===== config.mk =====
export PLATFORM = sky130hd
export DESIGN_NAME = cdx_chroma_resampler
export DESIGN_NICKNAME = d
export VERILOG_FILES = /design/src/rtl/cdx_pkg.sv /design/src/rtl/cdx_line_ctrl.sv /design/src/rtl/cdx_line_store.sv /design/src/rtl/cdx_sample_path.sv /design/src/rtl/cdx_chroma_resampler.sv
export SDC_FILE = /design/constraint.sdc
export NUM_CORES = 1
export LEC_CHECK = 0
export BUFFER_PORTS_ARGS = -buffer_cell sky130_fd_sc_hd__buf_2
export CAP_MARGIN = 25
export CORE_MARGIN = 3
export CORE_UTILIZATION = 27
export CTS_BUF_LIST = sky130_fd_sc_hd__clkbuf_4
export CTS_CLUSTER_SIZE = 10
export DETAILED_ROUTE_END_ITERATION = 8
export GPL_ROUTABILITY_DRIVEN = 0
export PLACE_DENSITY = 0.52
export SYNTH_ARGS = -nofsm -noshare
export SYNTH_HDL_FRONTEND = slang
export SYNTH_SLANG_ARGS = --single-unit

===== constraint.sdc =====
create_clock -name clk -period 10.74 [get_ports clk]
set_clock_uncertainty 0.1 [all_clocks]
set_input_delay 3.222 -clock clk [delete_from_list [all_inputs] [get_ports clk]]
set_output_delay 3.222 -clock clk [all_outputs]
set_load 0.02 [all_outputs]

===== src/rtl/cdx_pkg.sv =====
package cdx_pkg;

    typedef enum logic [1:0] {
        MODE_LUMA     = 2'd0,
        MODE_HALF     = 2'd1,
        MODE_HALF_ALT = 2'd2,
        MODE_QUARTER  = 2'd3
    } cdx_mode_e;

    typedef enum logic [1:0] {
        ST_IDLE = 2'd0,
        ST_KEEP = 2'd1,
        ST_DROP = 2'd2
    } line_state_e;

endpackage


===== src/rtl/cdx_line_ctrl.sv =====
module cdx_line_ctrl
    import cdx_pkg::*;
#(
    parameter int MAX_W = 64,
    localparam int XW = (MAX_W > 4) ? $clog2(MAX_W) : 2
) (
    input  logic            clk,
    input  logic            rst_n,
    input  logic            in_valid,
    input  logic            in_sof,
    input  logic            in_sol,
    input  logic [1:0]      mode_sel,
    input  logic            dir_expand,
    output logic            pix_go,
    output logic [XW-1:0]   pix_x,
    output logic            pix_drop,
    output cdx_mode_e       pix_mode,
    output logic            pix_dir,
    output logic            st_idle
);

    localparam logic [XW-1:0] X_LAST = XW'(MAX_W - 1);

    line_state_e state_q, state_d;
    cdx_mode_e   mode_q;
    logic        dir_q;
    logic [XW-1:0] x_q;
    logic        frame_mark, line_mark;

    assign frame_mark = in_valid && in_sof;
    assign line_mark  = in_valid && (in_sol || in_sof);

    // state register
    always_ff @(posedge clk) begin
        if (!rst_n) begin
            state_q <= ST_IDLE;
        end else begin
            state_q <= state_d;
        end
    end

    // next state
    always_comb begin
        state_d = state_q;
        if (frame_mark) begin
            state_d = ST_KEEP;
        end else if (line_mark) begin
            unique case (state_q)
                ST_IDLE: state_d = ST_IDLE;
                ST_KEEP: state_d = (mode_q == MODE_HALF_ALT) ? ST_DROP : ST_KEEP;
                ST_DROP: state_d = ST_KEEP;
                default: state_d = ST_IDLE;
            endcase
        end
    end

    // per-beat outputs: the beat is judged by the state it opens
    always_comb begin
        pix_go   = in_valid && (state_d != ST_IDLE);
        pix_drop = (state_d == ST_DROP);
        pix_mode = frame_mark ? cdx_mode_e'(mode_sel) : mode_q;
        pix_dir  = frame_mark ? dir_expand : dir_q;
        pix_x    = line_mark ? '0 : x_q;
        st_idle  = (state_q == ST_IDLE);
    end

    always_ff @(posedge clk) begin
        if (!rst_n) begin
            mode_q <= MODE_LUMA;
            dir_q  <= 1'b0;
            x_q    <= '0;
        end else begin
            if (frame_mark) begin
                mode_q <= cdx_mode_e'(mode_sel);
                dir_q  <= dir_expand;
            end
            if (in_valid) begin
                x_q <= (pix_x == X_LAST) ? pix_x : pix_x + 1'b1;
            end
        end
    end

    // the captured mode only changes on a frame-start beat
    a_r11_mode_hold: assert property (@(posedge clk) disable iff (!rst_n)
        !frame_mark |=> $stable(mode_q) && $stable(dir_q));

    // a marked beat leaves the position at one for the next beat
    a_r12_x_restart: assert property (@(posedge clk) disable iff (!rst_n)
        line_mark |=> (x_q == XW'(1)));

    // without a frame start the machine stays idle
    a_r2_idle_hold: assert property (@(posedge clk) disable iff (!rst_n)
        (state_q == ST_IDLE) && !frame_mark |=> (state_q == ST_IDLE));

endmodule


===== src/rtl/cdx_line_store.sv =====
module cdx_line_store #(
    parameter int DW    = 16,
    parameter int DEPTH = 64,
    localparam int AW = (DEPTH > 4) ? $clog2(DEPTH) : 2
) (
    input  logic          clk,
    input  logic          wr_en,
    input  logic [AW-1:0] wr_addr,
    input  logic [DW-1:0] wr_data,
    input  logic [AW-1:0] rd_addr,
    output logic [DW-1:0] rd_data
);

    logic [DW-1:0] mem [DEPTH];

    always_ff @(posedge clk) begin
        if (wr_en) begin
            mem[wr_addr] <= wr_data;
        end
    end

    assign rd_data = mem[rd_addr];

endmodule


===== src/rtl/cdx_sample_path.sv =====
module cdx_sample_path
    import cdx_pkg::*;
#(
    parameter int W     = 8,
    parameter int MAX_W = 64,
    localparam int XW = (MAX_W > 4) ? $clog2(MAX_W) : 2
) (
    input  logic            clk,
    input  logic            rst_n,
    input  logic            pix_go,
    input  logic [XW-1:0]   pix_x,
    input  logic            pix_drop,
    input  cdx_mode_e       pix_mode,
    input  logic            pix_dir,
    input  logic [W-1:0]    in_y,
    input  logic [W-1:0]    in_u,
    input  logic [W-1:0]    in_v,
    input  logic [2*W-1:0]  st_rd_data,
    output logic            st_wr_en,
    output logic [XW-1:0]   st_addr,
    output logic [2*W-1:0]  st_wr_data,
    output logic            out_valid,
    output logic [W-1:0]    out_y,
    output logic [W-1:0]    out_u,
    output logic [W-1:0]    out_v,
    output logic            out_c_valid
);

    localparam logic [W-1:0] MID = W'(1) << (W - 1);

    logic [W-1:0] hold_u, hold_v;
    logic         keep_pos, c_take;
    logic [W-1:0] nxt_u, nxt_v;
    logic         nxt_cv;
    logic [W-1:0] rep_u, rep_v;

    always_comb begin
        unique case (pix_mode)
            MODE_HALF, MODE_HALF_ALT: keep_pos = (pix_x[0] == 1'b0);
            MODE_QUARTER:             keep_pos = (pix_x[1:0] == 2'b00);
            default:                  keep_pos = 1'b0;
        endcase
        c_take = (pix_mode != MODE_LUMA) && !pix_drop && keep_pos;
        rep_u  = keep_pos ? in_u : hold_u;
        rep_v  = keep_pos ? in_v : hold_v;
    end

    always_comb begin
        if (!pix_dir) begin
            nxt_cv = c_take;
            nxt_u  = c_take ? in_u : '0;
            nxt_v  = c_take ? in_v : '0;
        end else if (pix_mode == MODE_LUMA) begin
            nxt_cv = 1'b0;
            nxt_u  = MID;
            nxt_v  = MID;
        end else if (pix_drop) begin
            nxt_cv = 1'b1;
            nxt_u  = st_rd_data[2*W-1:W];
            nxt_v  = st_rd_data[W-1:0];
        end else begin
            nxt_cv = 1'b1;
            nxt_u  = rep_u;
            nxt_v  = rep_v;
        end
    end

    assign st_addr    = pix_x;
    assign st_wr_en   = pix_go && pix_dir && (pix_mode == MODE_HALF_ALT) && !pix_drop;
    assign st_wr_data = {rep_u, rep_v};

    always_ff @(posedge clk) begin
        if (!rst_n) begin
            hold_u      <= '0;
            hold_v      <= '0;
            out_valid   <= 1'b0;
            out_c_valid <= 1'b0;
            out_y       <= '0;
            out_u       <= '0;
            out_v       <= '0;
        end else begin
            if (pix_go && pix_dir && !pix_drop && keep_pos) begin
                hold_u <= in_u;
                hold_v <= in_v;
            end
            out_valid   <= pix_go;
            out_c_valid <= pix_go && nxt_cv;
            if (pix_go) begin
                out_y <= in_y;
                out_u <= nxt_u;
                out_v <= nxt_v;
            end
        end
    end

    // luma-only compress never flags chroma
    a_r4_luma_no_chroma: assert property (@(posedge clk) disable iff (!rst_n)
        pix_go && !pix_dir && (pix_mode == MODE_LUMA) |=> !out_c_valid);

    // second line of a pair carries no chroma in compress
    a_r7_drop_line_empty: assert property (@(posedge clk) disable iff (!rst_n)
        pix_go && !pix_dir && pix_drop |=> !out_c_valid);

    // expand with chroma modes yields chroma on every beat
    a_r8_expand_full: assert property (@(posedge clk) disable iff (!rst_n)
        pix_go && pix_dir && (pix_mode != MODE_LUMA) |=> out_c_valid);

    // output beat follows accepted input beat
    a_r3_valid_follows: assert property (@(posedge clk) disable iff (!rst_n)
        pix_go |=> out_valid && (out_y == $past(in_y)));

endmodule


===== src/rtl/cdx_chroma_resampler.sv =====
module cdx_chroma_resampler
    import cdx_pkg::*;
#(
    parameter int W     = 8,
    parameter int MAX_W = 64
) (
    input  logic          clk,
    input  logic          rst_n,
    input  logic          in_valid,
    input  logic          in_sof,
    input  logic          in_sol,
    input  logic [W-1:0]  in_y,
    input  logic [W-1:0]  in_u,
    input  logic [W-1:0]  in_v,
    input  logic [1:0]    mode_sel,
    input  logic          dir_expand,
    output logic          out_valid,
    output logic [W-1:0]  out_y,
    output logic [W-1:0]  out_u,
    output logic [W-1:0]  out_v,
    output logic          out_c_valid
);

    localparam int XW = (MAX_W > 4) ? $clog2(MAX_W) : 2;

    logic            pix_go, pix_drop, pix_dir, st_idle;
    logic [XW-1:0]   pix_x, st_addr;
    cdx_mode_e       pix_mode;
    logic            st_wr_en;
    logic [2*W-1:0]  st_wr_data, st_rd_data;

    cdx_line_ctrl #(.MAX_W(MAX_W)) ctrl_i (
        .clk        (clk),
        .rst_n      (rst_n),
        .in_valid   (in_valid),
        .in_sof     (in_sof),
        .in_sol     (in_sol),
        .mode_sel   (mode_sel),
        .dir_expand (dir_expand),
        .pix_go     (pix_go),
        .pix_x      (pix_x),
        .pix_drop   (pix_drop),
        .pix_mode   (pix_mode),
        .pix_dir    (pix_dir),
        .st_idle    (st_idle)
    );

    cdx_line_store #(.DW(2*W), .DEPTH(MAX_W)) store_i (
        .clk     (clk),
        .wr_en   (st_wr_en),
        .wr_addr (st_addr),
        .wr_data (st_wr_data),
        .rd_addr (st_addr),
        .rd_data (st_rd_data)
    );

    cdx_sample_path #(.W(W), .MAX_W(MAX_W)) path_i (
        .clk         (clk),
        .rst_n       (rst_n),
        .pix_go      (pix_go),
        .pix_x       (pix_x),
        .pix_drop    (pix_drop),
        .pix_mode    (pix_mode),
        .pix_dir     (pix_dir),
        .in_y        (in_y),
        .in_u        (in_u),
        .in_v        (in_v),
        .st_rd_data  (st_rd_data),
        .st_wr_en    (st_wr_en),
        .st_addr     (st_addr),
        .st_wr_data  (st_wr_data),
        .out_valid   (out_valid),
        .out_y       (out_y),
        .out_u       (out_u),
        .out_v       (out_v),
        .out_c_valid (out_c_valid)
    );

    // no output while no frame has begun
    a_r2_no_early_out: assert property (@(posedge clk) disable iff (!rst_n)
        st_idle && !(in_valid && in_sof) |=> !out_valid);

    // an empty input beat gives an empty output beat
    a_r3_gap_follows: assert property (@(posedge clk) disable iff (!rst_n)
        !in_valid |=> !out_valid && !out_c_valid);

endmodule


==> metrics.yaml, run 1 <==
layoutNonFillerInstCount: 5236
ys_warn_count: 0
post-route-period-util_pct: 62.9
routed_wirelength_um: 140000
cts_resized: 0
layout-area-overhead-vs-synth_pct: 16.3
postCtsHoldBufs: 0
synth_area_sq_mm: 0.0418
setup_viol: 0
layout_commonest_cell: "edfxtp_1"
core_sq_mm: 0.153
synth.largest_area_cell: "edfxtp_1"
die_x_um: 399
reg2reg_depth: 10
async_reset_ff_share_pct: 0
clock_latency_ns: 1.12
p_per_area_mw_per_mm2: 178
path_clk_slew_ns: 0.06
cpMostUsedCell: "buf_4"
synth-xor-area-share_pct: 0
multi_input_area_sq_mm: 0.00918
grt_pass1_vias: 26329
slew_headroom_pct: 24.6
worst_slew_pin_slew_ns: 1.13
grt_overflow: 0
synth_compound_area_share_pct: 9.74
hold_viol: 0
post-cts-setup-buffer-count: 0
synth_area_leaders: "edfxtp_1 74%, dfxtp_1 2.5%, mux2i_1 2.2%, nand2_1 2.2%, o22ai_1 1.9%"
rows: 143
period_needed_ns: 6.76
path_cells: "buf_2, o21ai_4, buf_4, nand2_1, ha_1, a22oi_1, nor2_1, buf_4, mux2_2, buf_4, a2bb2oi_1, a21oi_1, a211oi_1"
cts_root_buf: "clkbuf_4"
antenna_found_initial: 8
grt_max_degree: 94
synthSimpleGateAreaFrac_pct: 6.60
htreeDepth: 5
critPathCaptureType: "register"
dp.cells: 4731
synth.distinct_cells: 71
synth_top_flop_cell: "edfxtp_1"
setup_tns_ns: 0
clkSinkCount: 1077
postRouteAntennaNets: 0
ir_worst_vdd_mv: 0.0756
dp_hpwl_um: 80200
fill_cells: 15124
netSwitchingPower_w: 0.00199
synth_top_area_share_pct: 73.6
synth_top_family_by_area: "compound AO/OA/AOI/OAI gates"
cts_buffers: 301
mostFrequentLayoutCells: "1024 x edfxtp_1, 453 x clkbuf_4, 243 x nand2_1, 161 x nor2_1, 143 x o21ai_0"
num_vias: 26872
final_max_slew_viol_count: 0
synth_seq_area_share_pct: 76.2
crit_fanout: 36
critPathKind: "input port to register"
clock_path_buffers: 4
grt_util_all_layers_pct: 17.2
intPower_w: 0.00664
first_pass_iters: 8
synthAdderAreaFrac_pct: 0.180
portBuffers: 57
post-route-drc-count: 0
comb_power_share_pct: 4.9
hold_class: "register to register"
synth_enable_flop_cells: 1024
cap_viol_max_count: 0
status: "completed"
syn-mean-instance-area_sq_um: 15.7
fin_nets: 3042
power_frac_clock_pct: 41.6
initial_core_util_pct: 27.3
synth_mux_area_share_pct: 5.15
syn_inst: 2668
pin_count: 58
crit_slowest_cell: "mux2_2"
required_ns: 11.68
vias_per_cell: 5.13
ys_ff_latch: 1077
drive_gt1_share_pct: 24.5
die_area_sq_mm: 0.159
synthesis.nets: 2706
cp.arrival_ns: 7.70
fmax_mhz: 148
rsz0062_at_grt: "no"
grt_pass1_wl_um: 197000
hold_path_depth: 2
pwr-share-seq_pct: 53.5
slowest_delay_ns: 0.74
swShare_pct: 23.0
drt-wirelength-per-cell_um: 26.7
die_y_um: 399
p_leak_nw: 16.5
initialDrtViolationCount: 3218
cts_tree: "yes"
crit_path_start_kind: "input port"
seqCellArea_sq_mm: 0.0318
==> kinds of logic (layout without fill, tap and decap cells) <==
group                      after synthesis  count (layout)
AOI/OAI and AO/OA                      615             615
adders and majority gates                6               6
buffers and inverters                  175             710
DFF                                   1077            1077
muxes                                  170             170
other                                    0               3
and+or+nand+nor                        625             625
==> power groups by stage <==
| stage | Combinational (W) | Sequential, W | Clock, W |
|---|---|---|---|
| 2_1_floorplan | 0.000232 | 0.00470 | 0 |
| 6_report | 0.000424 | 0.00461 | 0.00359 |
| 4_1_cts | 0.000421 | 0.00461 | 0.00367 |
| 3_5_place_dp | 0.000420 | 0.00470 | 0 |
| 5_1_grt | 0.000445 | 0.00461 | 0.00392 |
| 3_3_place_gp | 0.000418 | 0.00470 | 0 |
==> sequential cells by signal, indices dropped and copies added, names as in the netlist, 2 cells and up <==
name	flops
ctrl_i.x_q	6
ctrl_i.state_q	2
store_i.mem	1024
path_i.hold_u	8
path_i.out_y	8
path_i.out_v	8
path_i.out_u	8
ctrl_i.mode_q	2
path_i.hold_v	8
==> cell usage after synthesis, types with 9 or more instances <==
master and count:
or3_1 9, inv_1 9, a32oi_1 12, nand2b_1 9, nand2_1 246, and3_1 15
a21boi_0 15, o22ai_1 124, buf_4 14, buf_1 14, a31oi_1 35, o211ai_1 12
a21boi_1 10, a22oi_1 37, mux2_2 46, mux2i_1 93, edfxtp_1 1024, nor2_1 168
o21ai_0 143, a21oi_1 72, clkbuf_1 69, nor3_1 55, buf_2 52, dfxtp_1 53
nand3_1 81, buf_6 13, a2bb2oi_1 12, o221ai_1 51, a211oi_1 16, a221oi_1 9
mux4_2 30, nor2b_1 10
==> final timing paths <==
path	from	to	slack (ns)
max	in_sof	path_i.out_v[1]	3.98
min	path_i.hold_v[1]	path_i.hold_v[1]	0.36
max reg2reg	ctrl_i.x_q[2]	path_i.out_u[4]	5.81
min reg2reg	path_i.hold_v[1]	path_i.hold_v[1]	0.36
==> critical path: cells and delay by family <==
kind | cells | cell delay [ns]
adder cells (fa/ha/maj) | 1 | 0.44
AO/OA/AOI/OAI | 5 | 1.01
AND/OR/NAND/NOR | 2 | 0.68
multiplexers | 1 | 0.74
buffers and inverters | 4 | 1.46
==> layout make-up <==
| type | count | share of cell area (%) |
|---|---|---|
| Sequential cell | 1077 | 65.5 |
| Antenna cell | 3 | 0.0155 |
| Timing Repair Buffer | 197 | 2.80 |
| Clock buffer | 453 | 7.00 |
| Clock inverter | 49 | 0.453 |
| Tap cell | 2030 | 5.23 |
| Inverter | 11 | 0.0902 |
| Multi-Input combinational cell | 1416 | 18.9 |
==> stage by stage <==
step | power [W] | hold WS (ns) | area (sq um) | utilization (%) | setup WS, ns
final | 0.00863 | 0.356 | 48600 | 31.8 | 3.98
after global routing | 0.00897 | 0.378 | 48600 | 31.8 | 3.88
after floorplan | 0.00494 | 0.333 | 41800 | - | 4.32
after global placement | 0.00512 | 0.338 | 44900 | 29.4 | 2.50
after CTS | 0.00871 | 0.356 | 48600 | 31.8 | 4.26
after detailed placement | 0.00512 | 0.347 | 44900 | 29.4 | 2.99
==> per-layer routing <==
layer  global-route usage (%)  share of wire (%)  vias up
met5                    0.246              0.055        -
met4                     6.72                3.4        6
met3                     4.56                9.4      280
met2                     26.9                 46     1394
met1                     22.6                 41    13790
li1                         -                  -    11402
(Power assumes the default switching activity.)
==> run 2, diff against run 1 <==
- PLACE_DENSITY: 0.52 -> 0.53
- clock period: 10.74 -> 6.02 ns (I/O delays scaled with it)
==> run 2 against run 1 <==
Net effect: combinational power grew 88%; final cell count grew 0.65%; first-iteration DRC count grew 3.0%; die area is the same; via count grew 1.0%; flip-flop and latch count is the same; sequential power grew 79%; design area grew 1.0%; critical endpoint is now path_i.out_u[3].
==> metrics.yaml, run 2 (synthesized netlist as in run 1, its figures left out) <==
rows: 143
grt_overflow: 0
hold_path_depth: 2
cts_resized: 0
num_vias: 27147
min_to: "path_i.hold_v[4]"
cap_viol_max_count: 0
routed_wirelength_um: 140000
critPathCaptureType: "register"
fin_nets: 3100
cp-startpoint: "ctrl_i.x_q[2]"
layout-area-overhead-vs-synth_pct: 17.5
initial_core_util_pct: 27.3
clock_latency_ns: 1.15
antenna_found_initial: 5
grt_pass1_wl_um: 197000
portBuffers: 57
reg2reg_to: "path_i.out_u[3]"
vias_per_cell: 5.15
critPathKind: "register to register"
multi_input_area_sq_mm: 0.00916
layout_commonest_cell: "edfxtp_1"
cts_tree: "yes"
hold_class: "register to register"
grt_pass1_vias: 26446
seqCellArea_sq_mm: 0.0318
fill_cells: 15109
final_max_slew_viol_count: 0
rsz0062_at_grt: "no"
p_per_area_mw_per_mm2: 308
ir_worst_vdd_mv: 0.154
regMostFlops: "store_i.mem"
slew_headroom_pct: 30.3
grt_util_all_layers_pct: 17.2
stdcell_area_sq_mm: 0.0491
drt-wirelength-per-cell_um: 26.5
initialDrtViolationCount: 3313
hold_viol: 0
dp_hpwl_um: 83500
post-route-period-util_pct: 77.2
cts_buffers: 294
first_pass_iters: 9
pin_count: 58
required_ns: 6.92
period_needed_ns: 4.65
htreeDepth: 5
min-delay-start: "path_i.hold_v[4]"
die_area_sq_mm: 0.159
clkSinkCount: 1077
dpl_cell_area_sq_mm: 0.0457
crit_path_start_kind: "register"
setup_viol: 0
cts_root_buf: "clkbuf_4"
grt_max_degree: 88
largest_reg_flops: 1024
post-route-drc-count: 0
rr_startpoint: "ctrl_i.x_q[2]"
die_x_um: 399
fmax_mhz: 215
core_sq_mm: 0.153
drive_gt1_share_pct: 24.6
cp.arrival_ns: 5.55
setup_tns_ns: 0
path_clk_slew_ns: 0.07
crit_fanout: 33
reg2reg_depth: 9
status: "completed"
post-cts-setup-buffer-count: 0
postCtsHoldBufs: 0
worst_slew_pin_slew_ns: 1.03
mostFrequentLayoutCells: "1024 x edfxtp_1, 403 x clkbuf_4, 244 x nand2_1, 179 x buf_4, 161 x nor2_1"
postRouteAntennaNets: 0
reg2reg_setup_slack_ns: 1.37
p_leak_nw: 16.8
clock_path_buffers: 4
die_y_um: 399
==> run 2: cell count changes in the layout (fill, tap and decap cells not counted), moves of 2 or more <==
cell and delta:
bufinv_16 +2, inv_2 +2, clkbuf_4 -50, buf_12 +23, clkinv_1 +17, buf_4 +45
o41ai_2 -2, clkinv_2 -3, o41ai_1 +2
==> run 2: cell type report <==
cell class	count	area share, %
Sequential cell	1077	64.8
Multi-Input combinational cell	1416	18.7
Clock buffer	403	6.17
Tap cell	2030	5.18
Timing Repair Buffer	262	4.35
Clock inverter	67	0.686
Inverter	11	0.0893
Antenna cell	4	0.0204
==> run 2: stage by stage <==
stage               hold WS [ns]  power (W)  util, %  cells  setup WS [ns]
floorplan                  0.333    0.00881        -   2668           1.02
global placement           0.337    0.00918     29.9   4793          0.166
detailed placement         0.342    0.00918     29.9   4796          0.504
CTS                        0.350     0.0153     32.1   5266           1.53
global route               0.370     0.0157     32.1   5267           1.34
finish                     0.350     0.0151     32.1   5270           1.37
==> run 2: critical path: stages (launching register included) <==
cell and delay [ns]:
dfxtp_4 0.82, nor3b_1 0.83, nand2_4 0.54, buf_4 0.35
o22ai_1 0.13, o21ai_0 0.20, a32oi_1 0.78, a21oi_1 0.19
a21oi_1 0.47, nor3_1 0.10
==> run 2: power breakdown <==
group	internal, W	switching, W	total (W)
combinational	0.000221	0.000578	0.000799
sequential	0.00821	0.0000216	0.00823
clock	0.00319	0.00291	0.00610
total	0.0116	0.00351	0.0151
==> run 2: worst max path at each step <==
stage	end	slack [ns]	cells past startpoint
3_3_place_gp	path_i.out_u[0]	0.17	10
5_1_grt	path_i.out_u[3]	1.34	9
2_1_floorplan	store_i.mem[35][0]	1.02	8
3_5_place_dp	path_i.out_v[5]	0.50	11
4_1_cts	path_i.out_u[4]	1.53	9
6_report	path_i.out_u[3]	1.37	9
==> run 2: layer usage <==
metal | vias to the layer above | routed length, um | track usage [%]
li1 | 11482 | - | -
met1 | 13886 | 58300 | 23.5
met2 | 1557 | 64300 | 26.9
met3 | 222 | 13500 | 3.99
met4 | 0 | 3530 | 5.55
met5 | - | 0 | 0
